<file path="src/rtl/twd_pkg.sv">
package twd_pkg;
  typedef enum logic [1:0] {
    ST_IDLE = 2'd0,
    ST_ONE  = 2'd1,
    ST_TWO  = 2'd2,
    ST_DONE = 2'd3
  } twd_state_e;

  localparam logic [1:0] ACT_IRQ = 2'd0;
  localparam logic [1:0] ACT_SMI = 2'd2;
endpackage

</file>
<file path="src/rtl/twd_regs.sv">
module twd_regs #(
  parameter int PW = 20,
  parameter logic [PW-1:0] PRE_RST = {PW{1'b1}}
) (
  input  logic          clk,
  input  logic          rst,
  input  logic          ctl_we,
  input  logic [2:0]    ctl_wdata,
  input  logic          cfg_we,
  input  logic [5:0]    cfg_wdata,
  input  logic          pld1_we,
  input  logic          pld2_we,
  input  logic [PW-1:0] pld_wdata,
  output logic          lock_q,
  output logic          en_q,
  output logic          free_q,
  output logic          rbdis_q,
  output logic          fast_q,
  output logic [1:0]    act_q,
  output logic [PW-1:0] pre1_q,
  output logic [PW-1:0] pre2_q,
  output logic          go,
  output logic          halt
);
  logic ctl_ok;
  assign ctl_ok = ctl_we && !lock_q;
  assign go     = ctl_ok && ctl_wdata[1] && !en_q;
  assign halt   = ctl_ok && !ctl_wdata[1];

  always_ff @(posedge clk) begin
    if (rst) begin
      lock_q  <= 1'b0;
      en_q    <= 1'b0;
      free_q  <= 1'b0;
      rbdis_q <= 1'b0;
      fast_q  <= 1'b0;
      act_q   <= 2'd0;
      pre1_q  <= PRE_RST;
      pre2_q  <= PRE_RST;
    end else begin
      if (ctl_ok) begin
        lock_q <= ctl_wdata[0];
        en_q   <= ctl_wdata[1];
        free_q <= ctl_wdata[2];
      end
      if (cfg_we) begin
        rbdis_q <= cfg_wdata[5];
        fast_q  <= cfg_wdata[2];
        act_q   <= cfg_wdata[1:0];
      end
      if (pld1_we) pre1_q <= pld_wdata;
      if (pld2_we) pre2_q <= pld_wdata;
    end
  end
endmodule

</file>
<file path="src/rtl/twd_count.sv">
module twd_count #(
  parameter int CW = 35
) (
  input  logic          clk,
  input  logic          rst,
  input  logic          load,
  input  logic [CW-1:0] load_val,
  input  logic          dec,
  output logic          last
);
  logic [CW-1:0] cnt;

  always_ff @(posedge clk) begin
    if (rst)                      cnt <= '0;
    else if (load)                cnt <= load_val;
    else if (dec && cnt != '0)    cnt <= cnt - 1'b1;
  end

  assign last = (cnt <= CW'(1));
endmodule

</file>
<file path="src/rtl/twd_seq.sv">
module twd_seq
  import twd_pkg::*;
#(
  parameter int PW         = 20,
  parameter int SLOW_SHIFT = 15,
  parameter int FAST_SHIFT = 5,
  localparam int CW        = PW + SLOW_SHIFT
) (
  input  logic          clk,
  input  logic          rst,
  input  logic          pwr_rst,
  input  logic          en_q,
  input  logic          go,
  input  logic          halt,
  input  logic          kick,
  input  logic          last,
  input  logic          free_q,
  input  logic          rbdis_q,
  input  logic          fast_q,
  input  logic [1:0]    act_q,
  input  logic [PW-1:0] pre1_q,
  input  logic [PW-1:0] pre2_q,
  input  logic          flag_clr,
  output logic          load,
  output logic [CW-1:0] load_val,
  output logic          dec,
  output logic          warn_irq,
  output logic          warn_smi,
  output logic          rst_req,
  output logic          prev_rst
);
  twd_state_e st, st_n;
  logic       sel2, warn_evt, rst_evt;
  logic [PW-1:0] pre_sel;

  function automatic logic [CW-1:0] scale(input logic [PW-1:0] p, input logic f);
    return f ? (CW'(p) << FAST_SHIFT) : (CW'(p) << SLOW_SHIFT);
  endfunction

  always_comb begin
    st_n     = st;
    load     = 1'b0;
    sel2     = 1'b0;
    warn_evt = 1'b0;
    rst_evt  = 1'b0;
    if (halt) begin
      st_n = ST_IDLE;
    end else if (go || (kick && en_q)) begin
      st_n = ST_ONE;
      load = 1'b1;
    end else if (en_q) begin
      case (st)
        ST_ONE: if (last) begin
          st_n     = ST_TWO;
          load     = 1'b1;
          sel2     = 1'b1;
          warn_evt = 1'b1;
        end
        ST_TWO: if (last) begin
          rst_evt = !rbdis_q;
          if (free_q) begin
            st_n = ST_ONE;
            load = 1'b1;
          end else begin
            st_n = ST_DONE;
          end
        end
        default: ;
      endcase
    end else begin
      st_n = ST_IDLE;
    end
  end

  assign pre_sel  = sel2 ? pre2_q : pre1_q;
  assign load_val = scale(pre_sel, fast_q);
  assign dec      = (st == ST_ONE || st == ST_TWO) && !load;

  always_ff @(posedge clk) begin
    if (rst) begin
      st       <= ST_IDLE;
      warn_irq <= 1'b0;
      warn_smi <= 1'b0;
      rst_req  <= 1'b0;
    end else begin
      st       <= st_n;
      warn_irq <= warn_evt && (act_q == ACT_IRQ);
      warn_smi <= warn_evt && (act_q == ACT_SMI);
      rst_req  <= rst_evt;
    end
  end

  always_ff @(posedge clk) begin
    if (pwr_rst)        prev_rst <= 1'b0;
    else if (rst_evt)   prev_rst <= 1'b1;
    else if (flag_clr)  prev_rst <= 1'b0;
  end
endmodule

</file>
<file path="src/rtl/twostage_wdog.sv">
module twostage_wdog #(
  parameter int PW         = 20,
  parameter int SLOW_SHIFT = 15,
  parameter int FAST_SHIFT = 5,
  localparam int CW        = PW + SLOW_SHIFT
) (
  input  logic          clk,
  input  logic          rst,
  input  logic          pwr_rst,
  input  logic          ctl_we,
  input  logic [2:0]    ctl_wdata,
  output logic [2:0]    ctl_rdata,
  input  logic          cfg_we,
  input  logic [5:0]    cfg_wdata,
  output logic [5:0]    cfg_rdata,
  input  logic          pld1_we,
  input  logic          pld2_we,
  input  logic [PW-1:0] pld_wdata,
  input  logic          kick,
  input  logic          flag_clr,
  output logic          warn_irq,
  output logic          warn_smi,
  output logic          rst_req,
  output logic          prev_rst
);
  logic          any_rst;
  logic          lock_q, en_q, free_q, rbdis_q, fast_q, go, halt;
  logic [1:0]    act_q;
  logic [PW-1:0] pre1_q, pre2_q;
  logic          load, dec, last;
  logic [CW-1:0] load_val;

  assign any_rst = rst | pwr_rst;

  twd_regs #(.PW(PW)) u_regs (
    .clk(clk), .rst(any_rst),
    .ctl_we(ctl_we), .ctl_wdata(ctl_wdata),
    .cfg_we(cfg_we), .cfg_wdata(cfg_wdata),
    .pld1_we(pld1_we), .pld2_we(pld2_we), .pld_wdata(pld_wdata),
    .lock_q(lock_q), .en_q(en_q), .free_q(free_q),
    .rbdis_q(rbdis_q), .fast_q(fast_q), .act_q(act_q),
    .pre1_q(pre1_q), .pre2_q(pre2_q), .go(go), .halt(halt)
  );

  twd_count #(.CW(CW)) u_count (
    .clk(clk), .rst(any_rst), .load(load), .load_val(load_val),
    .dec(dec), .last(last)
  );

  twd_seq #(.PW(PW), .SLOW_SHIFT(SLOW_SHIFT), .FAST_SHIFT(FAST_SHIFT)) u_seq (
    .clk(clk), .rst(any_rst), .pwr_rst(pwr_rst),
    .en_q(en_q), .go(go), .halt(halt), .kick(kick), .last(last),
    .free_q(free_q), .rbdis_q(rbdis_q), .fast_q(fast_q), .act_q(act_q),
    .pre1_q(pre1_q), .pre2_q(pre2_q), .flag_clr(flag_clr),
    .load(load), .load_val(load_val), .dec(dec),
    .warn_irq(warn_irq), .warn_smi(warn_smi),
    .rst_req(rst_req), .prev_rst(prev_rst)
  );

  assign ctl_rdata = {free_q, en_q, lock_q};
  assign cfg_rdata = {rbdis_q, 2'b00, fast_q, act_q};
endmodule

</file>
<file path="config.mk">
export PLATFORM = sky130hd
export DESIGN_NAME = twostage_wdog
export DESIGN_NICKNAME = d
export VERILOG_FILES = /design/src/rtl/twd_pkg.sv /design/src/rtl/twd_regs.sv /design/src/rtl/twd_count.sv /design/src/rtl/twd_seq.sv /design/src/rtl/twostage_wdog.sv
export SDC_FILE = /design/constraint.sdc
export NUM_CORES = 1
export LEC_CHECK = 0
export ABC_AREA = 1
export CORE_MARGIN = 4
export CORE_UTILIZATION = 57
export DETAILED_ROUTE_END_ITERATION = 8
export GPL_ROUTABILITY_DRIVEN = 0
export GPL_TIMING_DRIVEN = 0
export PLACE_DENSITY = 0.76
export SETUP_SLACK_MARGIN = 0.5
export SYNTH_ARGS = -nofsm -noshare
export SYNTH_HDL_FRONTEND = slang
export SYNTH_SLANG_ARGS = --single-unit
</file>
<file path="constraint.sdc">
create_clock -name clk -period 2.6 [get_ports clk]
set_clock_uncertainty 0.15 [all_clocks]
set_input_delay 0.78 -clock clk [delete_from_list [all_inputs] [get_ports clk]]
set_output_delay 0.78 -clock clk [all_outputs]
set_load 0.1 [all_outputs]
</file>
==> metrics <==
DIE WIDTH 102 um; initial antenna violation count 0; pwr dens 550 mW/mm^2; hpwl dp 11,200 um; Sink Count 88; critical path startpoint category flop; Rows 33; GR Overflow Total 0; synth warn 0; Post-synth ARST share 0; Syn Inst Count 774; chip height 102 um; Tcrit/Tclk final 0.911; Mapped Area 0.00502 mm^2; Placed Cells 924; Final Slew Violations 0; GR Util met2 0.542; maxcap violations 0; most frequent cells in the layout nand2_1, nand3_1, dfxtp_1; commonest non-fill, non-tap cell in the layout nand2_1; VDD IR-drop max 0.369 mV; share of layout cells above drive strength 1 0.325; slew margin rel. 0.613; Setup TNS Final 0 ps; worst r2r dst u_count.cnt[11]$_SDFFE_PP0P_; # diodes 0; largest net degree at the start of global routing 15; Lkg Pwr 3.21 nW; DR DRC count 0; worst skew pair latency 370 ps; vias in the first global route 5,331; detailed-router iteration count before antenna repair 7; busiest grt layer met2; CP startpoint u_count.cnt[25]$_SDFFE_PP0P_; Layout area overhead 41.7%; Vias 5,871; final WL 18,500 um; Worst Path Max Fanout 7; post-synth cell types 39; worst slew pin tran 580 ps; port bufs 44; hold path depth 1; total CTS buffers 9; cts hold-fix bufs 0; core area 0.00838 mm^2; DRT iter0 DRCs 507; critical path class reg2reg; # setup viols final 0; met1 GRT Util 0.386; crit path cell chain inv_1, nand2_2, nor2_1, nand2_2, nor2_4, nand2_4, nand2_8, nand2_8, nand2_4, nand2_8, nand2_8, clkinvlp_4, nand2_1, a21oi_1; Fin Hold WS 311 ps; most frequent CP cell nand2_8; launching point of the worst reg2reg path u_count.cnt[25]$_SDFFE_PP0P_; Antenna Nets Post-Route 0; post-route minimum period 2370 ps; met3 Track Usage GR 0.0696; clock slew at reported path FFs 90 ps; largest stage delay on the critical path 360 ps; CTS tree built; Final Hold Viols 0; Seq/Total Area, Yosys 0.351; Post-synth EDFFs 0; Nets 913; Die Area 0.0104 mm^2; Via density 6.00; CTS max path bufs 2; total power draw 0.00391 W; Buf+Inv Stages, Crit Path 2; syn avg cell area 6.49 um^2; first-pass GRT wire length 26,100 um; CP Depth 14; nature of the critical path endpoint flop; initial core utilization 0.599; critical path arrival 2460 ps; Cell Count, Final, Fillers Out 979; Clock Tree Root clkbuf_8; routed len/inst 18.9 um; unrepaired setup endpoints after global routing true; Critical Path RT 2700 ps; I/O pin count 51; Synth Flop Type dfxtp_1; family with the most delay on the worst path simple AND/OR/NAND/NOR gates; Fmax achieved 0.422 GHz; H-Tree Depth 3; Tot GR Track Use 0.322; R2R Setup Slk 230 ps; crit path to u_count.cnt[11]$_SDFFE_PP0P_; Tightest Hold Check Type reg2reg; status finished, final reports clean; Worst path slowest cell dfxtp_1; cells on worst reg2reg path 14; flops & latches, synth 88
## metal layers
layer	wire (um)	vias to the layer above	share of wire
met2	8860	395	0.48
met5	0	-	0
li1	-	2679	-
met3	1960	128	0.11
met4	1160	0	0.063
met1	6490	2669	0.35
## synth_stat cells (9+ instances only)
cell	instances	area share
dfxtp_1	88	0.35
o21ai_0	10	0.010
xor2_1	15	0.026
nand3_1	110	0.11
nor2_1	62	0.046
inv_1	66	0.049
o21ai_1	24	0.024
clkbuf_1	18	0.013
a21oi_1	28	0.028
buf_4	11	0.016
nand2_1	240	0.18
o211ai_1	9	0.013
nor3_1	12	0.012
## cell type report
type                            count  area [um^2]
Buffer                             41          332
Multi-Input combinational cell    571         3470
Fill cell                         488         1270
Tap cell                          105          131
Inverter                           75          285
Clock inverter                      5          106
Sequential cell                    88         1800
Timing Repair Buffer               84          863
Clock buffer                       10          128
## what timing repair did
action	in CTS	in global routing
endpoints found under the setup margin	97	47
buffers inserted	23	10
resized for setup	193	130
pin swaps	48	31
endpoints found under the hold margin	0	0
cloned	5	2
## stage by stage
step | instance area [um^2] | util | setup slack (ps)
floorplan | 5060 | - | 491
global placement | 5630 | 0.672 | -387
detailed placement | 5630 | 0.672 | -377
CTS | 6470 | 0.773 | 451
global route | 7120 | 0.849 | 212
finish | 7120 | 0.849 | 232
## sequential cells by signal, indices dropped and copies added (netlist names)
| name | count |
|---|---|
| u_count.cnt | 35 |
| u_regs.act_q | 2 |
| u_regs.en_q | 1 |
| u_regs.fast_q | 1 |
| u_regs.free_q | 1 |
| u_regs.lock_q | 1 |
| u_regs.pre1_q | 20 |
| u_regs.pre2_q | 20 |
| u_regs.rbdis_q | 1 |
| u_seq.prev_rst | 1 |
| u_seq.rst_req | 1 |
| u_seq.st | 2 |
| u_seq.warn_irq | 1 |
| u_seq.warn_smi | 1 |
## worst min path at each step
| stage | from | end |
|---|---|---|
| after floorplan | u_regs.pre1_q[10]$_SDFFE_PP1P_ | u_regs.pre1_q[10]$_SDFFE_PP1P_ |
| after global placement | u_regs.act_q[1]$_SDFFE_PP0P_ | u_seq.warn_irq$_SDFF_PP0_ |
| after detailed placement | u_regs.pre1_q[14]$_SDFFE_PP1P_ | u_regs.pre1_q[14]$_SDFFE_PP1P_ |
| after CTS | u_regs.act_q[1]$_SDFFE_PP0P_ | u_seq.warn_irq$_SDFF_PP0_ |
| after global routing | u_regs.act_q[1]$_SDFFE_PP0P_ | u_seq.warn_irq$_SDFF_PP0_ |
| final | u_regs.act_q[1]$_SDFFE_PP0P_ | u_seq.warn_irq$_SDFF_PP0_ |
## power by group
group	total [W]	switching [W]	leakage (nW)	internal, W
Combinational	0.00130	0.000789	2.37	0.000511
Clock	0.00116	0.000521	0.113	0.000636
Sequential	0.00145	0.0000573	0.730	0.00140
## kinds of logic (layout without fill, tap and decap cells)
| family | Yosys count | after routing | share of synthesized area |
|---|---|---|---|
| AO/OA/AOI/OAI | 82 | 82 | 0.0935 |
| XOR/XNOR | 20 | 20 | 0.0349 |
| adder cells (fa/ha/maj) | 5 | 5 | 0.0125 |
| buffers and inverters | 116 | 215 | 0.102 |
| flip-flops | 88 | 88 | 0.351 |
| other | 1 | 2 | 0.000747 |
| AND/OR/NAND/NOR | 462 | 462 | 0.405 |
## worst reg2reg max path: cells and delay by family, from the launching register on
kind	cells	cell delay (ps)
buffers and inverters	2	330
AND/OR/NAND/NOR	11	1330
AO/OA/AOI/OAI	1	90
flip-flops	1	360
(Power assumes the default switching activity.)
